<file path="src/rtl/cs_capture_pkg.sv">
package cs_capture_pkg;
  localparam int unsigned CS_BLOCK_BITS = 192;
  localparam int unsigned CS_WORD_BITS  = 32;

  typedef enum logic {
    CH_A = 1'b0,
    CH_B = 1'b1
  } cs_chan_e;
endpackage

</file>
<file path="src/rtl/cs_bit_seq.sv">
module cs_bit_seq #(
  parameter int BLK_BITS = 192,
  localparam int CNT_W = $clog2(BLK_BITS)
) (
  input  logic             clk,
  input  logic             rst_n,
  input  logic             enable,
  input  logic             take,
  input  logic             blk_start,
  output logic             wr_en,
  output logic [CNT_W-1:0] wr_idx,
  output logic             commit
);
  localparam logic [CNT_W-1:0] LAST_IDX = CNT_W'(BLK_BITS - 1);

  logic             armed_q, armed_n;
  logic [CNT_W-1:0] cnt_q, cnt_n;

  always_comb begin
    armed_n = armed_q;
    cnt_n   = cnt_q;
    wr_en   = 1'b0;
    wr_idx  = cnt_q;
    commit  = 1'b0;
    if (!enable) begin
      armed_n = 1'b0;
      cnt_n   = '0;
    end else if (take) begin
      if (blk_start) begin
        wr_en   = 1'b1;
        wr_idx  = '0;
        cnt_n   = CNT_W'(1);
        armed_n = 1'b1;
      end else if (armed_q) begin
        wr_en = 1'b1;
        if (cnt_q == LAST_IDX) begin
          commit  = 1'b1;
          armed_n = 1'b0;
          cnt_n   = '0;
        end else begin
          cnt_n = cnt_q + CNT_W'(1);
        end
      end
    end
  end

  always_ff @(posedge clk or negedge rst_n) begin
    if (!rst_n) begin
      armed_q <= 1'b0;
      cnt_q   <= '0;
    end else begin
      armed_q <= armed_n;
      cnt_q   <= cnt_n;
    end
  end
endmodule

</file>
<file path="src/rtl/cs_assembly.sv">
module cs_assembly #(
  parameter int BLK_BITS = 192,
  localparam int CNT_W = $clog2(BLK_BITS)
) (
  input  logic                clk,
  input  logic                rst_n,
  input  logic                wr_en,
  input  logic [CNT_W-1:0]    wr_idx,
  input  logic                wr_bit,
  output logic [BLK_BITS-1:0] asm_next
);
  logic [BLK_BITS-1:0] asm_q;

  for (genvar i = 0; i < BLK_BITS; i++) begin : g_bit
    always_comb begin
      asm_next[i] = asm_q[i];
      if (wr_en && (wr_idx == CNT_W'(i))) asm_next[i] = wr_bit;
    end
  end

  always_ff @(posedge clk or negedge rst_n) begin
    if (!rst_n) begin
      asm_q <= '0;
    end else if (wr_en) begin
      asm_q <= asm_next;
    end
  end
endmodule

</file>
<file path="src/rtl/cs_commit_bank.sv">
module cs_commit_bank #(
  parameter int BLK_BITS = 192
) (
  input  logic                clk,
  input  logic                rst_n,
  input  logic                enable,
  input  logic                commit,
  input  logic [BLK_BITS-1:0] blk_in,
  output logic [BLK_BITS-1:0] shadow,
  output logic                blk_valid
);
  logic valid_n;

  always_comb begin
    valid_n = blk_valid;
    if (!enable)     valid_n = 1'b0;
    else if (commit) valid_n = 1'b1;
  end

  always_ff @(posedge clk or negedge rst_n) begin
    if (!rst_n) begin
      shadow <= '0;
    end else if (commit) begin
      shadow <= blk_in;
    end
  end

  always_ff @(posedge clk or negedge rst_n) begin
    if (!rst_n) blk_valid <= 1'b0;
    else        blk_valid <= valid_n;
  end
endmodule

</file>
<file path="src/rtl/cs_word_mux.sv">
module cs_word_mux #(
  parameter int BLK_BITS = 192,
  parameter int WORD_W = 32,
  localparam int NUM_WORDS = BLK_BITS / WORD_W,
  localparam int SEL_W = $clog2(NUM_WORDS)
) (
  input  logic [BLK_BITS-1:0] shadow,
  input  logic [SEL_W-1:0]    word_sel,
  output logic [WORD_W-1:0]   rd_data
);
  logic [WORD_W-1:0] words [NUM_WORDS];

  for (genvar w = 0; w < NUM_WORDS; w++) begin : g_word
    assign words[w] = shadow[w*WORD_W +: WORD_W];
  end

  always_comb begin
    rd_data = '0;
    for (int w = 0; w < NUM_WORDS; w++) begin
      if (word_sel == SEL_W'(w)) rd_data = words[w];
    end
  end
endmodule

</file>
<file path="src/rtl/cs_capture_top.sv">
module cs_capture_top
  import cs_capture_pkg::*;
#(
  parameter int BLK_BITS = CS_BLOCK_BITS,
  parameter int WORD_W = CS_WORD_BITS,
  localparam int NUM_WORDS = BLK_BITS / WORD_W,
  localparam int SEL_W = $clog2(NUM_WORDS),
  localparam int CNT_W = $clog2(BLK_BITS)
) (
  input  logic              clk,
  input  logic              rst_n,
  input  logic              enable,
  input  logic              src_sel,
  input  logic              sf_valid,
  input  logic              sf_chan,
  input  logic              sf_cs_bit,
  input  logic              sf_blk_start,
  input  logic [SEL_W-1:0]  word_sel,
  output logic [WORD_W-1:0] rd_data,
  output logic              blk_valid
);
  cs_chan_e            src_chan, in_chan;
  logic                take;
  logic                wr_en;
  logic [CNT_W-1:0]    wr_idx;
  logic                commit;
  logic [BLK_BITS-1:0] asm_next;
  logic [BLK_BITS-1:0] shadow;

  assign src_chan = cs_chan_e'(src_sel);
  assign in_chan  = cs_chan_e'(sf_chan);
  assign take     = enable && sf_valid && (in_chan == src_chan);

  cs_bit_seq #(.BLK_BITS(BLK_BITS)) u_seq (
    .clk       (clk),
    .rst_n     (rst_n),
    .enable    (enable),
    .take      (take),
    .blk_start (sf_blk_start),
    .wr_en     (wr_en),
    .wr_idx    (wr_idx),
    .commit    (commit)
  );

  cs_assembly #(.BLK_BITS(BLK_BITS)) u_asm (
    .clk      (clk),
    .rst_n    (rst_n),
    .wr_en    (wr_en),
    .wr_idx   (wr_idx),
    .wr_bit   (sf_cs_bit),
    .asm_next (asm_next)
  );

  cs_commit_bank #(.BLK_BITS(BLK_BITS)) u_bank (
    .clk       (clk),
    .rst_n     (rst_n),
    .enable    (enable),
    .commit    (commit),
    .blk_in    (asm_next),
    .shadow    (shadow),
    .blk_valid (blk_valid)
  );

  cs_word_mux #(.BLK_BITS(BLK_BITS), .WORD_W(WORD_W)) u_mux (
    .shadow   (shadow),
    .word_sel (word_sel),
    .rd_data  (rd_data)
  );
endmodule

</file>
<file path="config.mk">
export PLATFORM = sky130hd
export DESIGN_NAME = cs_capture_top
export DESIGN_NICKNAME = d
export VERILOG_FILES = /design/src/rtl/cs_capture_pkg.sv /design/src/rtl/cs_bit_seq.sv /design/src/rtl/cs_assembly.sv /design/src/rtl/cs_commit_bank.sv /design/src/rtl/cs_word_mux.sv /design/src/rtl/cs_capture_top.sv
export SDC_FILE = /design/constraint.sdc
export NUM_CORES = 1
export LEC_CHECK = 0
export ABC_AREA = 1
export ABC_CLOCK_PERIOD_IN_PS = 2200
export BUFFER_PORTS_ARGS = -buffer_cell sky130_fd_sc_hd__buf_4
export CAP_MARGIN = 20
export CORE_ASPECT_RATIO = 2
export CORE_MARGIN = 10
export CORE_UTILIZATION = 30
export CTS_CLUSTER_DIAMETER = 150
export DETAILED_ROUTE_END_ITERATION = 8
export HOLD_SLACK_MARGIN = 0.12
export SKIP_LAST_GASP = 1
export SLEW_MARGIN = 20
export SYNTH_ARGS = -nofsm -noshare
export SYNTH_HDL_FRONTEND = slang
export SYNTH_HIERARCHICAL = 1
export SYNTH_SLANG_ARGS = --single-unit
</file>
<file path="constraint.sdc">
create_clock -name clk -period 2.2 [get_ports clk]
set_input_delay 0.44 -clock clk [delete_from_list [all_inputs] [get_ports clk]]
set_output_delay 0.44 -clock clk [all_outputs]
set_load 0.02 [all_outputs]
</file>
# ---- Yosys cells after proc, flatten, opt, wreduce, memory -nomap -nowiden
# Index checks and enable logic that the tools add are counted.
dict set report word_totals {
  reg_bits 394
  latch_bits 0
  ramBits 0
  romBits 0
  in_bits 11
  out_inout_bits 33
  word_cells 626
  mem_count 0
}
dict set report classes {
  n_addsub 1
  multipliers 0
  div 0
  magnitude_cmp 0
  n_eq_ne 201
  shifts 0
  n_mux 222
  bitwise 0
  reduce_logical 197
}
# operator count
set ops {}
lappend ops {{equality test 8 bit, second input constant} 65}
lappend ops {{equality test 8 x 7 -> 1 bit, second input constant} 64}
lappend ops {{equality test 8 x 6 -> 1 bit, second input constant} 32}
lappend ops {{2-to-1 mux 1 bit} 208}
lappend ops {{logical AND 1 bit} 194}
lappend ops {{2-to-1 mux 32 bit} 6}
lappend ops {{equality test 8 x 5 -> 1 bit, second input constant} 16}
lappend ops {{equality test 8 x 4 -> 1 bit, second input constant} 8}
lappend ops {{2-to-1 mux 8 bit} 8}
lappend ops {{equality test 8 x 3 -> 1 bit, second input constant} 4}
lappend ops {{equality test 8 x 2 -> 1 bit, second input constant} 2}
lappend ops {{adder 8 x 1 -> 8 bit, second input constant} 1}
lappend ops {{equality test 8 x 1 -> 1 bit, second input constant} 1}
lappend ops {{zero test 8 bit} 1}
lappend ops {{equality test 3 x 2 -> 1 bit, second input constant} 2}
lappend ops {{equality test 3 bit, second input constant} 2}
lappend ops {{inequality test 2 x 1 -> 1 bit, second input constant} 2}
lappend ops {{equality test 3 x 1 -> 1 bit, second input constant} 1}
lappend ops {{zero test 3 bit} 1}
lappend ops {{inequality test 3 x 1 -> 1 bit, second input constant} 1}
lappend ops {{AND reduction 2 bit} 1}
lappend ops {{equality test 1 bit} 1}

# ---- Depth between registers and ports, before layout
dict set report logic_depth {
  word_depth 8
  ltp_mapped 17
  mapped_depth_nobuf 16
}

# ---- Cells and area by module
# Netlist, hierarchy kept.
# mod instances cells_per_inst area_each_um2 seq_area_each_um2
set modules_own_cells {}
lappend modules_own_cells {cs_assembly 1 1332 9997.1 4804.6}
lappend modules_own_cells {cs_commit_bank 1 816 7384.6 4829.6}
lappend modules_own_cells {cs_word_mux 1 357 1585.3 0.0}
lappend modules_own_cells {cs_bit_seq 1 98 611.8 225.2}
lappend modules_own_cells {cs_capture_top 1 7 28.8 0.0}

# ---- Worst setup path before layout
# OpenSTA, ideal clock, no wires.
dict set report synth_timing {
  path_type {input -> register}
  start {input port src_sel}
  end {register u_bank.shadow[157]}
  setup_time_ps 116
  arrival_ps 2017
  t_required_ps 2084
  slack_ps 66
  path_stages 16
  path_buffers 1
  path_cell_list {inv_1 -> nand2_1 -> nand2_1 -> nor2_2 -> nand3_1 -> nand2_1 -> inv_1 -> inv_1 -> nand2_1 -> nor2_2 -> buf_2 -> nand3_1 -> nand2_1 -> nand2_1 -> nand2_1 -> nand2_1}
}
dict set report synth_between {
  elab_chain_len 7
  word_cells_on_any_way 11
  classes_between {eq/ne (2); mux (7); reduce/logical (2)}
}
# item line
set synth_rtl {}
lappend synth_rtl {{start: declaration} cs_capture_top.sv:13} ;# input logic src_sel,
lappend synth_rtl {{equality test 1 bit} cs_capture_top.sv:32} ;# assign take = enable && sf_valid && (in_chan == src_chan);
lappend synth_rtl {{logical AND 1 bit} cs_capture_top.sv:32}
lappend synth_rtl {{net take} cs_capture_top.sv:23} ;# logic take;
lappend synth_rtl {{2-to-1 mux 8 bit} cs_bit_seq.sv:28} ;# end else if (take) begin
lappend synth_rtl {{2-to-1 mux 8 bit} cs_bit_seq.sv:25} ;# if (!enable) begin
lappend synth_rtl {{net wr_idx[6]} cs_capture_top.sv:25} ;# logic [CNT_W-1:0] wr_idx;
lappend synth_rtl {{equality test 8 bit} cs_assembly.sv:17} ;# if (wr_en && (wr_idx == CNT_W'(i))) asm_next[i] = wr_bit;
lappend synth_rtl {{logical AND 1 bit} cs_assembly.sv:17}
lappend synth_rtl {{2-to-1 mux 1 bit} cs_assembly.sv:17}
lappend synth_rtl {{net asm_next[157]} cs_capture_top.sv:27} ;# logic [BLK_BITS-1:0] asm_next;
lappend synth_rtl {{end signal: assignment} cs_commit_bank.sv:24} ;# shadow <= blk_in;
lappend synth_rtl {{end: declaration} cs_commit_bank.sv:9} ;# output logic [BLK_BITS-1:0] shadow,
# The timed path passes the listed nets, and every way through them passes these cells.
# A chain may end at the register's enable or synchronous reset.

# ---- Final worst setup path
dict set report layout_timing {
  start {input port word_sel[0]}
  end {output port rd_data[14]}
}
dict set report layout_between {
  elab_chain_len 7
  word_cells_on_any_way 12
  classes_between {eq/ne (5); mux (6); reduce/logical (1)}
}
# item line
set layout_rtl {}
lappend layout_rtl {{start: declaration} cs_capture_top.sv:18} ;# input logic [SEL_W-1:0] word_sel,
lappend layout_rtl {{zero test 3 bit} cs_word_mux.sv:20} ;# if (word_sel == SEL_W'(w)) rd_data = words[w];
lappend layout_rtl {{2-to-1 mux 32 bit (5 in a row)} cs_word_mux.sv:20}
lappend layout_rtl {{2-to-1 mux 32 bit (*)} cs_word_mux.sv:20}
lappend layout_rtl {{end: declaration} cs_capture_top.sv:19} ;# output logic [WORD_W-1:0] rd_data,
# Every way passes the cells marked *; elsewhere a longest branch is shown, timed or not.

==> results.cfg <==
[worst_setup_path]
r2r_setup_slack_ns = 0.18
startpoint_type = input port
criticalPathCategory = input port to output port
timing.rr.end = u_bank/shadow[2]
cp-end-kind = output port
critical_path.max_fanout = 8
reg2regPathDepth = 10
cp.required_ns = 1.76
crit_arrival_ns = 1.81
regToRegStartpoint = u_seq/cnt_q[1]

[cells_and_area]
fin_nets = 2729
layout_commonest_cell = nand2_1
diodes = 0
layoutNonFillerInstCount = 3614
synthToLayoutAreaGrowth_pct = 21.5
design_area_um2 = 23800
final_cell_mix = nand2_1, dfrtp_1, nand3_1
drive_gt1_share_pct = 13.6
fill_cells = 6837

[detailed_routing]
vias = 17400
drt_pass1_iterations = 7
ant_nets = 0
drtIter0Drc = 1090
drc_errors = 0
vias_per_cell = 4.82
wire_per_inst_um = 17.4
routed_wl_um = 63100

[cts]
root_buffer = clkbuf_16
clock-sinks = 394
cts_made_buffers = 36
htreeDepth = 2
clk_latency_ns = 0.57
clockBufferDepth = 3
cts_tree = done
cts.clk_slew.worst_paths_ns = 0.07

[timing]
tns_ns = -0.430
holdWs_ns = 0.223
timing.fmax_ghz = 0.444
fin_crit_ns = 2.25
fin_crit_sh_pct = 102
finClkSkew_ns = 0.0174
max-slew-margin-rel_pct = 59.6
hold_viol = 0
setup_violations = 13
rsz0062_at_grt = true
worst_slack_ns = -0.0541
worst_pin_slew_ns = 0.606
slew_viol_final = 0

[floorplan]
std_cell_rows = 132
fp.dieH_um = 382
die_x_um = 201
io_pins = 44
dieArea_um2 = 76600
core-area_um2 = 64700
start_util_pct = 30.3

[grt]
grtUsageTotal_pct = 16.1
grt_overflow_total = 0
grt_pass1_vias = 17000
antenna_found_initial = 0
grt_max_degree = 105
grt_pass1_wl_um = 98500

[synth]
synth-seq-cells = 394
synthCells = 2610
ys_types = 26
syn-num-nets = 2622
yosysWarnings = 6
postSynthAreaPerCell_um2 = 7.51
synth.cell_area_um2 = 19600
ys_seq_area_share_pct = 50.3

[power]
peakVddDrop_mv = 0.431
leakage_nw = 13.3
p_per_area_nw_per_um2 = 598

[outcome]
violations = setup timing
status = finished, violations left

[place]
io_buffers = 43
dp_hpwl_um = 43300
place_area_um2 = 22300
placed_cells = 3538
place.gp.congestion = 0.861

[worst_hold_path]
worstHoldStart = sf_cs_bit
min_to = u_asm/asm_q[23]
min_path_cells = 3
hold_path_class = input port to register

[flow_run]
maxCapViolCount = 0
-- synthesized netlist by cell type --
master | n | area (um^2)
o21ai_0 | 51 | 255
buf_6 | 24 | 270
nand4_1 | 189 | 1180
buf_2 | 74 | 370
dfrtp_1 | 394 | 9860
buf_4 | 25 | 188
nor3_1 | 1 | 5.00
nor2_2 | 8 | 50.1
nand2_4 | 4 | 45.0
nor3_4 | 1 | 16.3
buf_1 | 18 | 67.6
nand3_2 | 2 | 20.0
nand2_1 | 1315 | 4940
and3_1 | 1 | 6.26
inv_2 | 7 | 26.3
inv_4 | 1 | 6.26
inv_1 | 97 | 364
nor3_2 | 6 | 60.1
nor2_4 | 12 | 135
ha_1 | 1 | 12.5
nor2_1 | 101 | 379
nand3_1 | 237 | 1190
nand2_2 | 3 | 18.8
clkbuf_1 | 34 | 128
o21ai_1 | 1 | 5.00
a21oi_1 | 3 | 15.0
-- area by class of cell --
class	count	area [um^2]	share of cell area, %
Multi-Input combinational cell	1936	8460	35.5
Inverter	105	403	1.69
Sequential cell	394	9860	41.4
Clock buffer	48	997	4.18
Tap cell	871	1090	4.57
Timing Repair Buffer	244	2880	12.1
Clock inverter	16	139	0.583
-- worst max-delay path, stage by stage --
cell and delay (ns):
buf_8 0.09, clkinvlp_4 0.14, buf_6 0.15, nor3_4 0.19
buf_6 0.18, buf_12 0.16, clkbuf_16 0.16, nand2_2 0.04
nand4_1 0.11, buf_6 0.13
-- power breakdown --
part           internal, W  switching, W
clock network      0.00335       0.00296
registers          0.00725    0.00000410
logic             0.000199      0.000495
total               0.0108       0.00346
-- through the flow --
| step | setup WS, ns | util, % | total power (W) |
|---|---|---|---|
| floorplan | 0.0662 | - | 0.00761 |
| global placement | -0.426 | 34.5 | 0.00807 |
| detailed placement | -0.403 | 34.5 | 0.00807 |
| CTS | -0.0920 | 36.4 | 0.0144 |
| global route | -0.122 | 36.8 | 0.0147 |
| finish | -0.0541 | 36.8 | 0.0143 |
-- flip-flops by register name (all words and copies together) (netlist names) --
signal and cells:
u_seq/cnt_q 8, u_seq/armed_q 1, u_bank/shadow 192, u_bank/blk_valid 1, u_asm/asm_q 192
-- worst max-delay path by stage --
stage | from | endpoint | slack [ns] | cells past startpoint
floorplan | src_sel | u_bank/shadow[157] | 0.07 | 16
global placement | sf_chan | u_bank/shadow[131] | -0.43 | 17
detailed placement | sf_chan | u_bank/shadow[138] | -0.40 | 17
CTS | u_bank/shadow[51] | rd_data[19] | -0.09 | 5
global route | word_sel[0] | rd_data[6] | -0.12 | 9
finish | word_sel[0] | rd_data[14] | -0.05 | 10
-- layer usage --
layer	routed length [um]	global-route usage [%]	up-vias	part of all wire, %
met5	0	0	-	0
met4	2250	6.56	0	3.6
met3	1910	1.40	111	3.0
met2	34600	30.9	350	55
met1	24300	17.8	8401	39
li1	-	-	8554	-
-- kinds of logic (layout without fill, tap and decap cells) --
kind of cell | after synthesis | after routing | share of synthesized area [%]
compound gates | 55 | 55 | 1.40
fa+ha+maj | 1 | 1 | 0.0638
buf+inv | 280 | 413 | 7.24
flops | 394 | 394 | 50.3
simple gates | 1880 | 1880 | 41.0
-- repair_timing --
action	4_1_cts	5_1_grt
hold endpoints to repair	41	0
pin swaps	13	29
gates resized for setup	19	44
hold buffers	1	0
setup endpoints to repair	23	37
buffers inserted	5	5
cloned	0	2
No activity file was read; power rests on OpenSTA's default activity.
